### src/rtl/smbm_pkg.sv
package smbm_pkg;
   typedef enum logic [1:0] {
      OP_START = 2'd0,
      OP_STOP  = 2'd1,
      OP_WRITE = 2'd2,
      OP_READ  = 2'd3
   } smbm_op_e;

   typedef enum logic [1:0] {
      ERR_NONE    = 2'd0,
      ERR_TIMEOUT = 2'd1,
      ERR_ARB     = 2'd2,
      ERR_BUSY    = 2'd3
   } smbm_err_e;
endpackage

### src/rtl/smbm_sync.sv
module smbm_sync #(
   parameter int WIDTH  = 2,
   parameter int STAGES = 2
) (
   input  logic             clk,
   input  logic             rst_n,
   input  logic [WIDTH-1:0] d,
   output logic [WIDTH-1:0] q
);
   generate
      if (STAGES == 0) begin : g_pass
         assign q = d;
      end else begin : g_chain
         logic [WIDTH-1:0] stg [STAGES];
         always_ff @(posedge clk or negedge rst_n) begin
            if (!rst_n) begin
               for (int i = 0; i < STAGES; i++) stg[i] <= '1;
            end else begin
               stg[0] <= d;
               for (int i = 1; i < STAGES; i++) stg[i] <= stg[i-1];
            end
         end
         assign q = stg[STAGES-1];
      end
   endgenerate
endmodule

### src/rtl/smbm_delay.sv
module smbm_delay #(
   parameter int CYCLES = 4
) (
   input  logic clk,
   input  logic rst_n,
   input  logic run,
   output logic done
);
   localparam int CW = (CYCLES > 1) ? $clog2(CYCLES) : 1;
   localparam logic [CW-1:0] LAST = CW'(CYCLES - 1);

   logic [CW-1:0] cnt_q;

   assign done = run && (cnt_q == LAST);

   always_ff @(posedge clk or negedge rst_n) begin
      if (!rst_n)              cnt_q <= '0;
      else if (!run || done)   cnt_q <= '0;
      else                     cnt_q <= cnt_q + 1'b1;
   end
endmodule

### src/rtl/smbus_bit_master.sv
module smbus_bit_master
   import smbm_pkg::*;
#(
   parameter int DELAY_CYCLES  = 625,
   parameter int STRETCH_POLLS = 7000,
   parameter int SYNC_STAGES   = 2
) (
   input  logic       clk,
   input  logic       rst_n,
   input  logic       cmd_valid,
   output logic       cmd_ready,
   input  logic [1:0] cmd_op,
   input  logic       cmd_bit,
   output logic       rsp_valid,
   output logic [1:0] rsp_err,
   output logic       rsp_bit,
   output logic       xact_open,
   output logic       scl_drive_low,
   output logic       sda_drive_low,
   input  logic       scl_in,
   input  logic       sda_in
);
   localparam int PW = (STRETCH_POLLS > 1) ? $clog2(STRETCH_POLLS) : 1;
   localparam logic [PW-1:0] POLL_LAST = PW'(STRETCH_POLLS - 1);

   generate
      if (DELAY_CYCLES < 1) begin : g_bad_delay
         $error("DELAY_CYCLES must be at least 1");
      end
      if (STRETCH_POLLS < 1) begin : g_bad_polls
         $error("STRETCH_POLLS must be at least 1");
      end
      if (SYNC_STAGES < 0 || SYNC_STAGES > 4) begin : g_bad_sync
         $error("SYNC_STAGES must lie in 0..4");
      end
   endgenerate

   typedef enum logic [3:0] {
      S_IDLE, S_ST_D, S_RS_D, S_BIT_D, S_STR_D, S_STR_CHK, S_STR_W,
      S_POST_D, S_SP_D1, S_SP_CHK, S_SP_W, S_SP_D2, S_SP_D3
   } state_e;

   state_e         state_q;
   smbm_op_e       op_q;
   smbm_err_e      err_pend_q;
   logic           bit_q;
   logic [PW-1:0]  poll_q;
   logic           scl_s, sda_s;
   logic           dly_run, dly_done;

   smbm_sync #(.WIDTH(2), .STAGES(SYNC_STAGES)) u_sync (
      .clk(clk), .rst_n(rst_n), .d({scl_in, sda_in}), .q({scl_s, sda_s})
   );

   always_comb begin
      case (state_q)
         S_ST_D, S_RS_D, S_BIT_D, S_STR_D, S_STR_W, S_POST_D,
         S_SP_D1, S_SP_W, S_SP_D2, S_SP_D3: dly_run = 1'b1;
         default:                           dly_run = 1'b0;
      endcase
   end

   smbm_delay #(.CYCLES(DELAY_CYCLES)) u_delay (
      .clk(clk), .rst_n(rst_n), .run(dly_run), .done(dly_done)
   );

   assign cmd_ready = (state_q == S_IDLE) && !rsp_valid;

   always_ff @(posedge clk or negedge rst_n) begin
      if (!rst_n) begin
         state_q       <= S_IDLE;
         op_q          <= OP_START;
         err_pend_q    <= ERR_NONE;
         bit_q         <= 1'b0;
         poll_q        <= '0;
         scl_drive_low <= 1'b0;
         sda_drive_low <= 1'b0;
         xact_open     <= 1'b0;
         rsp_valid     <= 1'b0;
         rsp_err       <= ERR_NONE;
         rsp_bit       <= 1'b0;
      end else begin
         rsp_valid <= 1'b0;
         case (state_q)
            S_IDLE: if (cmd_valid && cmd_ready) begin
               op_q  <= smbm_op_e'(cmd_op);
               bit_q <= cmd_bit;
               case (smbm_op_e'(cmd_op))
                  OP_START: begin
                     if (xact_open) begin
                        sda_drive_low <= 1'b0;
                        state_q       <= S_RS_D;
                     end else if (!scl_s || !sda_s) begin
                        rsp_valid <= 1'b1;
                        rsp_err   <= ERR_BUSY;
                        rsp_bit   <= 1'b0;
                     end else begin
                        sda_drive_low <= 1'b1;
                        state_q       <= S_ST_D;
                     end
                  end
                  OP_STOP: begin
                     if (xact_open) begin
                        sda_drive_low <= 1'b1;
                        err_pend_q    <= ERR_NONE;
                        state_q       <= S_SP_D1;
                     end else begin
                        rsp_valid <= 1'b1;
                        rsp_err   <= ERR_NONE;
                        rsp_bit   <= 1'b0;
                     end
                  end
                  OP_WRITE: begin
                     sda_drive_low <= ~cmd_bit;
                     state_q       <= S_BIT_D;
                  end
                  default: begin
                     sda_drive_low <= 1'b0;
                     state_q       <= S_BIT_D;
                  end
               endcase
            end
            S_ST_D: if (dly_done) begin
               scl_drive_low <= 1'b1;
               xact_open     <= 1'b1;
               rsp_valid     <= 1'b1;
               rsp_err       <= ERR_NONE;
               rsp_bit       <= 1'b0;
               state_q       <= S_IDLE;
            end
            S_RS_D, S_BIT_D: if (dly_done) begin
               scl_drive_low <= 1'b0;
               state_q       <= S_STR_D;
            end
            S_STR_D: if (dly_done) begin
               poll_q  <= '0;
               state_q <= S_STR_CHK;
            end
            S_STR_CHK: begin
               if (scl_s) begin
                  state_q <= S_POST_D;
               end else if (poll_q == POLL_LAST) begin
                  if (xact_open) begin
                     sda_drive_low <= 1'b1;
                     err_pend_q    <= ERR_TIMEOUT;
                     state_q       <= S_SP_D1;
                  end else begin
                     sda_drive_low <= 1'b0;
                     rsp_valid     <= 1'b1;
                     rsp_err       <= ERR_TIMEOUT;
                     rsp_bit       <= 1'b0;
                     state_q       <= S_IDLE;
                  end
               end else begin
                  poll_q  <= poll_q + 1'b1;
                  state_q <= S_STR_W;
               end
            end
            S_STR_W: if (dly_done) state_q <= S_STR_CHK;
            S_POST_D: if (dly_done) begin
               rsp_bit <= 1'b0;
               case (op_q)
                  OP_START: begin
                     if (!sda_s) begin
                        xact_open <= 1'b0;
                        rsp_valid <= 1'b1;
                        rsp_err   <= ERR_ARB;
                        state_q   <= S_IDLE;
                     end else begin
                        sda_drive_low <= 1'b1;
                        state_q       <= S_ST_D;
                     end
                  end
                  OP_WRITE: begin
                     rsp_valid <= 1'b1;
                     state_q   <= S_IDLE;
                     if (bit_q && !sda_s) begin
                        xact_open <= 1'b0;
                        rsp_err   <= ERR_ARB;
                     end else begin
                        scl_drive_low <= 1'b1;
                        rsp_err       <= ERR_NONE;
                     end
                  end
                  default: begin
                     scl_drive_low <= 1'b1;
                     rsp_valid     <= 1'b1;
                     rsp_err       <= ERR_NONE;
                     rsp_bit       <= sda_s;
                     state_q       <= S_IDLE;
                  end
               endcase
            end
            S_SP_D1: if (dly_done) begin
               scl_drive_low <= 1'b0;
               poll_q        <= '0;
               state_q       <= S_SP_CHK;
            end
            S_SP_CHK: begin
               if (scl_s || poll_q == POLL_LAST) begin
                  state_q <= S_SP_D2;
               end else begin
                  poll_q  <= poll_q + 1'b1;
                  state_q <= S_SP_W;
               end
            end
            S_SP_W: if (dly_done) state_q <= S_SP_CHK;
            S_SP_D2: if (dly_done) begin
               sda_drive_low <= 1'b0;
               state_q       <= S_SP_D3;
            end
            S_SP_D3: if (dly_done) begin
               xact_open <= 1'b0;
               rsp_valid <= 1'b1;
               rsp_err   <= err_pend_q;
               rsp_bit   <= 1'b0;
               state_q   <= S_IDLE;
            end
            default: state_q <= S_IDLE;
         endcase
      end
   end
endmodule

### config.mk
export PLATFORM = sky130hd
export DESIGN_NAME = smbus_bit_master
export DESIGN_NICKNAME = d
export VERILOG_FILES = /design/src/rtl/smbm_pkg.sv /design/src/rtl/smbm_sync.sv /design/src/rtl/smbm_delay.sv /design/src/rtl/smbus_bit_master.sv
export SDC_FILE = /design/constraint.sdc
export NUM_CORES = 1
export LEC_CHECK = 0
export BUFFER_PORTS_ARGS = -buffer_cell sky130_fd_sc_hd__buf_2
export CAP_MARGIN = 20
export CORE_ASPECT_RATIO = 1.25
export CORE_MARGIN = 5
export CORE_UTILIZATION = 35
export CTS_BUF_LIST = sky130_fd_sc_hd__clkbuf_16
export DETAILED_ROUTE_END_ITERATION = 7
export PLACE_DENSITY = 0.57
export REMOVE_ABC_BUFFERS = 1
export SLEW_MARGIN = 25
export SYNTH_ARGS = -nofsm -noshare
export SYNTH_HDL_FRONTEND = slang
export SYNTH_SLANG_ARGS = --single-unit
### constraint.sdc
create_clock -name clk -period 2.5 [get_ports clk]
set_input_delay 0.5 -clock clk [delete_from_list [all_inputs] [get_ports clk]]
set_output_delay 0.5 -clock clk [all_outputs]
set_load 0.02 [all_outputs]
# [After elaboration in Yosys (flattened, before gate mapping)]
# Memory sizes are Yosys's and may differ from the RTL's.
# Cells that the tools add are included.
[totals] elab_cells=195 romBits=16 input_bits=8 output_inout_bits=8 regBits=43 n_memories=1
[memory_table] name="(name not given)" depth=16 word_bits=1 read_ports=1 rd_clocked_by_memory_dff=0 wr=0 line_no="smbus_bit_master.sv:56" rtl="case (state_q)"
[classes] eq_ne=49 n_reduce_logical=37 bitwise=1 addsub=2 muxes=91
[ops] op="4-bit two-way mux" count=14
[ops] op="13-bit two-way mux" count=4
[ops] op="13-bit one-hot mux with 3 select lines" count=1
[ops] op="1-bit two-way mux" count=37
[ops] op="2-bit two-way mux" count=18
[ops] op="4-bit one-hot mux with 9 select lines" count=1
[ops] op="2-bit by 1-bit inequality test with 1-bit output (second input constant)" count=14
[ops] op="3-bit inequality test (second input constant)" count=7
[ops] op="4-bit == test (second input constant)" count=5
[ops] op="9-bit AND reduction" count=2
[ops] op="4-bit by 3-bit == test with 1-bit output (second input constant)" count=4
[ops] op="2-bit inequality test (second input constant)" count=8
[ops] op="7-bit AND reduction" count=2
[ops] op="13-bit by 1-bit adder with 13-bit output (second input constant)" count=1
[ops] op="13-bit == test (second input constant)" count=1
[ops] op="13-bit AND reduction" count=1
[ops] op="1-bit one-hot mux with 4 select lines" count=3
[ops] op="2-bit one-hot mux with 2 select lines" count=3
[ops] op="2-bit OR reduction" count=6
[ops] op="10-bit by 1-bit adder with 10-bit output (second input constant)" count=1
[ops] op="10-bit == test (second input constant)" count=1
[ops] op="10-bit two-way mux" count=1
[ops] op="2-bit one-hot mux with 5 select lines" count=1
[ops] op="10-bit AND reduction" count=1
[ops] op="24 further kinds" count=43

# [Depth between registers and ports, before layout]
[logic_depth] word_depth=7 ltp_mapped=8 ltp_nobuf=7

# [Hierarchy]
# A second synthesis with hierarchy kept.
[hier_totals] cells_unflattened=293 hier_area_um2=2738.9
[modules_own_cells] module="smbus_bit_master" instances=1 area_per_inst_um2=2063.2 seq_area_each_um2=700.7 cells_per_inst=233
[modules_own_cells] module="smbm_delay" instances=1 area_per_inst_um2=555.5 seq_area_each_um2=250.2 cells_per_inst=54
[modules_own_cells] module="smbm_sync" instances=1 area_per_inst_um2=120.1 seq_area_each_um2=105.1 cells_per_inst=6

# [Least setup slack after synthesis]
# Ideal clock, no wire load.
[synth_timing] kind="register -> register" from="register state_q[1]" to="register sda_drive_low" synth_period_minus_slack_ps=1954 path_slack_ps=546 arrival_time_ps=1826 stages_incl_launch_ff=7 required_ps=2372 path_buffers=1 setup_ps=128 cell_sequence="dfrtp_1 > buf_6 > or4_4 > nor4_2 > nor3_1 > o21ai_1 > mux2_1"
[synth_via] elab_chain_cells=5 word_cells_on_any_way=20 classes_between="12 x eq/ne; 1 x mux; 6 x reduce/logical; 1 x memory"
[synth_rtl] element="start: declaration" line_no="smbus_bit_master.sv:43" rtl="state_e state_q;"
[synth_rtl] element="start signal: assignment" line_no="smbus_bit_master.sv:71" rtl="state_q <= S_IDLE;"
[synth_rtl] element="start signal: assignment" line_no="smbus_bit_master.sv:92" rtl="state_q <= S_RS_D;"
[synth_rtl] element="start signal: assignment" line_no="smbus_bit_master.sv:99" rtl="state_q <= S_ST_D;"
[synth_rtl] element="branches (longest 5 deep; another with memory 16 x 1 bit)"
[synth_rtl] element="end signal: assignment" line_no="smbus_bit_master.sv:114" rtl="sda_drive_low <= ~cmd_bit;"
[synth_rtl] element="end: declaration" line_no="smbus_bit_master.sv:19" rtl="output logic sda_drive_low,"
# Parallel ways; which one is timed is not known.
# A chain may end at the register's enable or synchronous reset.

# [Worst setup path after layout]
[layout_timing] from="register poll_q[0]" to="register poll_q[5]"
[layout_via] elab_chain_cells=4 word_cells_on_any_way=10 classes_between="1 x add/sub; 3 x eq/ne; 4 x mux; 2 x reduce/logical"
[layout_rtl] element="start: declaration" line_no="smbus_bit_master.sv:47" rtl="logic [PW-1:0] poll_q;"
[layout_rtl] element="start signal: assignment" line_no="smbus_bit_master.sv:155" rtl="poll_q <= poll_q + 1'b1;"
[layout_rtl] element="start signal: assignment" line_no="smbus_bit_master.sv:203" rtl="poll_q <= poll_q + 1'b1;"
[layout_rtl] element="13-bit by 1-bit adder with 13-bit output / 13-bit == test (equally long branches)"
[layout_rtl] element="13-bit two-way mux / 1-bit logical OR (equally long branches)" line_no="smbus_bit_master.sv:142, smbus_bit_master.sv:200"
[layout_rtl] element="13-bit two-way mux / 2-bit inequality test (equally long branches)"
[layout_rtl] element="13-bit one-hot mux with 3 select lines / 5-bit AND reduction (equally long branches)"
# Several ways; a longest one is shown, not always the timed one. The select of a mux whose other input is x is not followed.

==> impl_metrics.csv <==
group,metric,value,unit
global_route,antenna_found_initial,0,
routing,drcViolationCount,0,
worst_setup_path,cp_data_arrival_time,2360,ps
logic_synthesis,ys_async_sr_fraction,100,%
floorplan,start_util,36.3,%
worst_setup_path,reg2reg_to,"poll_q[5]",
routing,vias_per_cell,5.51,
logic_synthesis,seq_area_frac_synth,41.5,%
routing,postRouteAntennaNets,0,
placed_design,place_ws,339,ps
power,pwr-share-clk,24.7,%
timing,fin_worst_skew,7.06,ps
timing,fin_crit_sh,87.3,%
global_route,grt_pass1_wl,10.6,mm
worst_setup_path,path_delay_family,"compound AO/OA/AOI/OAI gates",
worst_setup_path,timing_worst_setup_path_type,"reg2reg",
global_route,grt-ovfl-total,0,
timing,drv_slew,0,
clock_tree,clock_sinks,42,
run,maxCapViolCount,0,
logic_synthesis,synthDistinctLibCells,69,
clock_tree,clockBufferDepth,2,
routing,drtIter0Drc,141,
worst_setup_path,path_cells,"ha_1 > nand4_1 > o31ai_2 > a2bb2oi_2 > o21ai_0 > a22o_1",
finish,most-common-layout-cells,"38 x dfrtp_1, 30 x nor2_1, 23 x nand2_1",
clock_tree,clkTransAtPathRegs,60,ps
placed_design,place.gp.congestion,0.852,
timing,relSlewSlack,51.1,%
timing,hold_viol,0,
placed_design,portBuffers,15,
finish,n_antenna_cell,0,
worst_setup_path,worstSetupEndpointType,"register",
clock_tree,clk_latency,290,ps
logic_synthesis,yosysWarnings,0,
clock_tree,cts_setup_buffers,0,
run_status,status,"completed",
global_route,grt_max_degree,17,
power,p_leak,1.22,nW
timing,tns,0,ps
logic_synthesis,syn_area_per_cell,9.19,sq um
worst_setup_path,cp-start-kind,"register",
clock_tree,cts_hold_buf,0,
power,p_comb_share,42.0,%
worst_setup_path,critPathMaxFanout,13,
routing,wl_per_cell,15.9,um
worst_setup_path,crit_path_max_incr_delay,460,ps
logic_synthesis,synth_ff_type,"dfrtp_1",
worst_setup_path,timing.rr.start,"poll_q[0]",
power,fin_total_pwr,3.04,mW
timing,fin_ws,318,ps
finish,nFillCells,701,
power,swShare,39.3,%
timing,setup_viol,0,
routing,drt-total-wl,6.19,mm
routing,dr.pass1.iters,5,
timing,max_freq,458,MHz
clock_tree,cts_root_buf,"clkbuf_16",
floorplan,num_rows,34,
finish,final-seq-area,1060,sq um
floorplan,fp.dieH,105,um
worst_setup_path,critPathSlowestCell,"a2bb2oi_2",
worst_hold_path,hold_class,"in2async",
finish,drive_gt1_share,19.4,%
power,ir_worst_vdd,0.000352,V
finish,mostFrequentLayoutCell,"dfrtp_1",
logic_synthesis,ys_seq_elements,42,
worst_setup_path,cp.buffers_inverters,0,
logic_synthesis,synth_area,2550,sq um
timing,period_minus_slack,2180,ps
clock_tree,cts_buffers,5,
placed_design,dp_hpwl,4.54,mm
worst_setup_path,crit_required,2670,ps
floorplan,io_pins,16,
clock_tree,h-tree-depth,2,
clock_tree,cts_tree,"yes",
finish,nets,309,
worst_setup_path,rr_worst_depth,6,
worst_setup_path,r2r_slack,320,ps
floorplan,die_area,9090,sq um
logic_synthesis,synthCells,277,
power,seqPwrFrac,33.3,%
power,p_sw,1.19,mW
finish,multi_input_area,1390,sq um
power,power_density,1040,nW/um^2
timing,tightestPinTransition,732,ps
finish,area_growth,14.8,%
clock_tree,cts.repair.resized,0,
floorplan,coreArea,7020,sq um
logic_synthesis,synth_edf_count,0,
floorplan,die_w,86.3,um
power,internal_power,1.84,mW
global_route,first_global_vias,2103,
routing,num_vias,2144,
global_route,grt_util_all_layers,14.5,%
timing,rsz0062_at_grt,"no",
[cells in the mapped netlist (all sizes together), types with 4 or more instances]
master / count / area (sq um)
nor4: 6 / 71.3
o21ai: 24 / 128
a21o: 5 / 37.5
nor2: 30 / 113
xnor2: 5 / 43.8
mux2: 4 / 45.0
a21oi: 10 / 50.1
nand2: 23 / 86.3
clkbuf: 4 / 16.3
nor3: 5 / 25.0
buf: 8 / 46.3
dfrtp: 38 / 951
inv: 11 / 41.3
nor2b: 6 / 37.5
nand3: 12 / 60.1
and3: 6 / 37.5
dfstp: 4 / 105
a31oi: 5 / 31.3
o31ai: 4 / 35.0
nand2b: 5 / 31.3
[power groups by stage]
stage / logic, mW / registers, mW / clock network [mW]
after CTS: 1.28 / 1.01 / 0.772
after global routing: 1.44 / 1.04 / 0.791
final: 1.28 / 1.01 / 0.749
after floorplan: 0.826 / 1.07 / 0
after detailed placement: 1.28 / 1.02 / 0
after global placement: 1.28 / 1.02 / 0
[through the flow]
stage          cells  cell area (sq um)  utilization (%)  hold slack (ps)
3_5_place_dp     381               2750             39.2              348
3_3_place_gp     381               2750             39.2              347
5_1_grt          389               2920             41.6              137
4_1_cts          389               2920             41.6              120
6_report         389               2920             41.6              110
2_1_floorplan    265               2480                -              204
[cell families after synthesis]
| kind of cell | after synthesis | share of synthesized area (%) |
|---|---|---|
| AO/OA/AOI/OAI | 77 | 21.5 |
| flip-flops | 42 | 41.5 |
| adder cells (fa/ha/maj) | 3 | 1.47 |
| AND/OR/NAND/NOR | 118 | 26.1 |
| XOR/XNOR | 8 | 2.75 |
| buffers and inverters | 23 | 4.08 |
| multiplexers | 6 | 2.56 |
[registers in the layout, summed over array words and instances, names as in the netlist, 2 cells and up]
register and flops:
poll_q 13, u_delay.cnt_q 10, state_q 4, op_q 2
rsp_err 2, u_sync.g_chain.stg 2, u_sync.q 2
[area by class of cell]
cell class,instances,area share [%]
well taps,90,3.85
multi-input cells,212,47.4
flip-flops and latches,42,36.1
clock buffers,5,4.28
repair buffers,26,5.39
clock inverters,3,1.50
inverters,11,1.41
[layer usage]
| layer | vias to the layer above | GRT usage, % | routed length (um) |
|---|---|---|---|
| met2 | 38 | 24.1 | 3090 |
| met1 | 1040 | 19.0 | 2810 |
| li1 | 1058 | - | - |
| met5 | - | 0 | 0 |
| met4 | 0 | 5.90 | 118 |
| met3 | 8 | 1.87 | 172 |
[worst max path at each step]
stage | startpoint | endpoint | cells past startpoint
floorplan | state_q[1] | sda_drive_low | 5
detailed placement | poll_q[0] | poll_q[5] | 6
finish | poll_q[0] | poll_q[5] | 6
CTS | poll_q[0] | poll_q[5] | 6
global route | poll_q[0] | poll_q[5] | 6
global placement | state_q[0] | sda_drive_low | 5
Power figures use the tool's default switching activity.
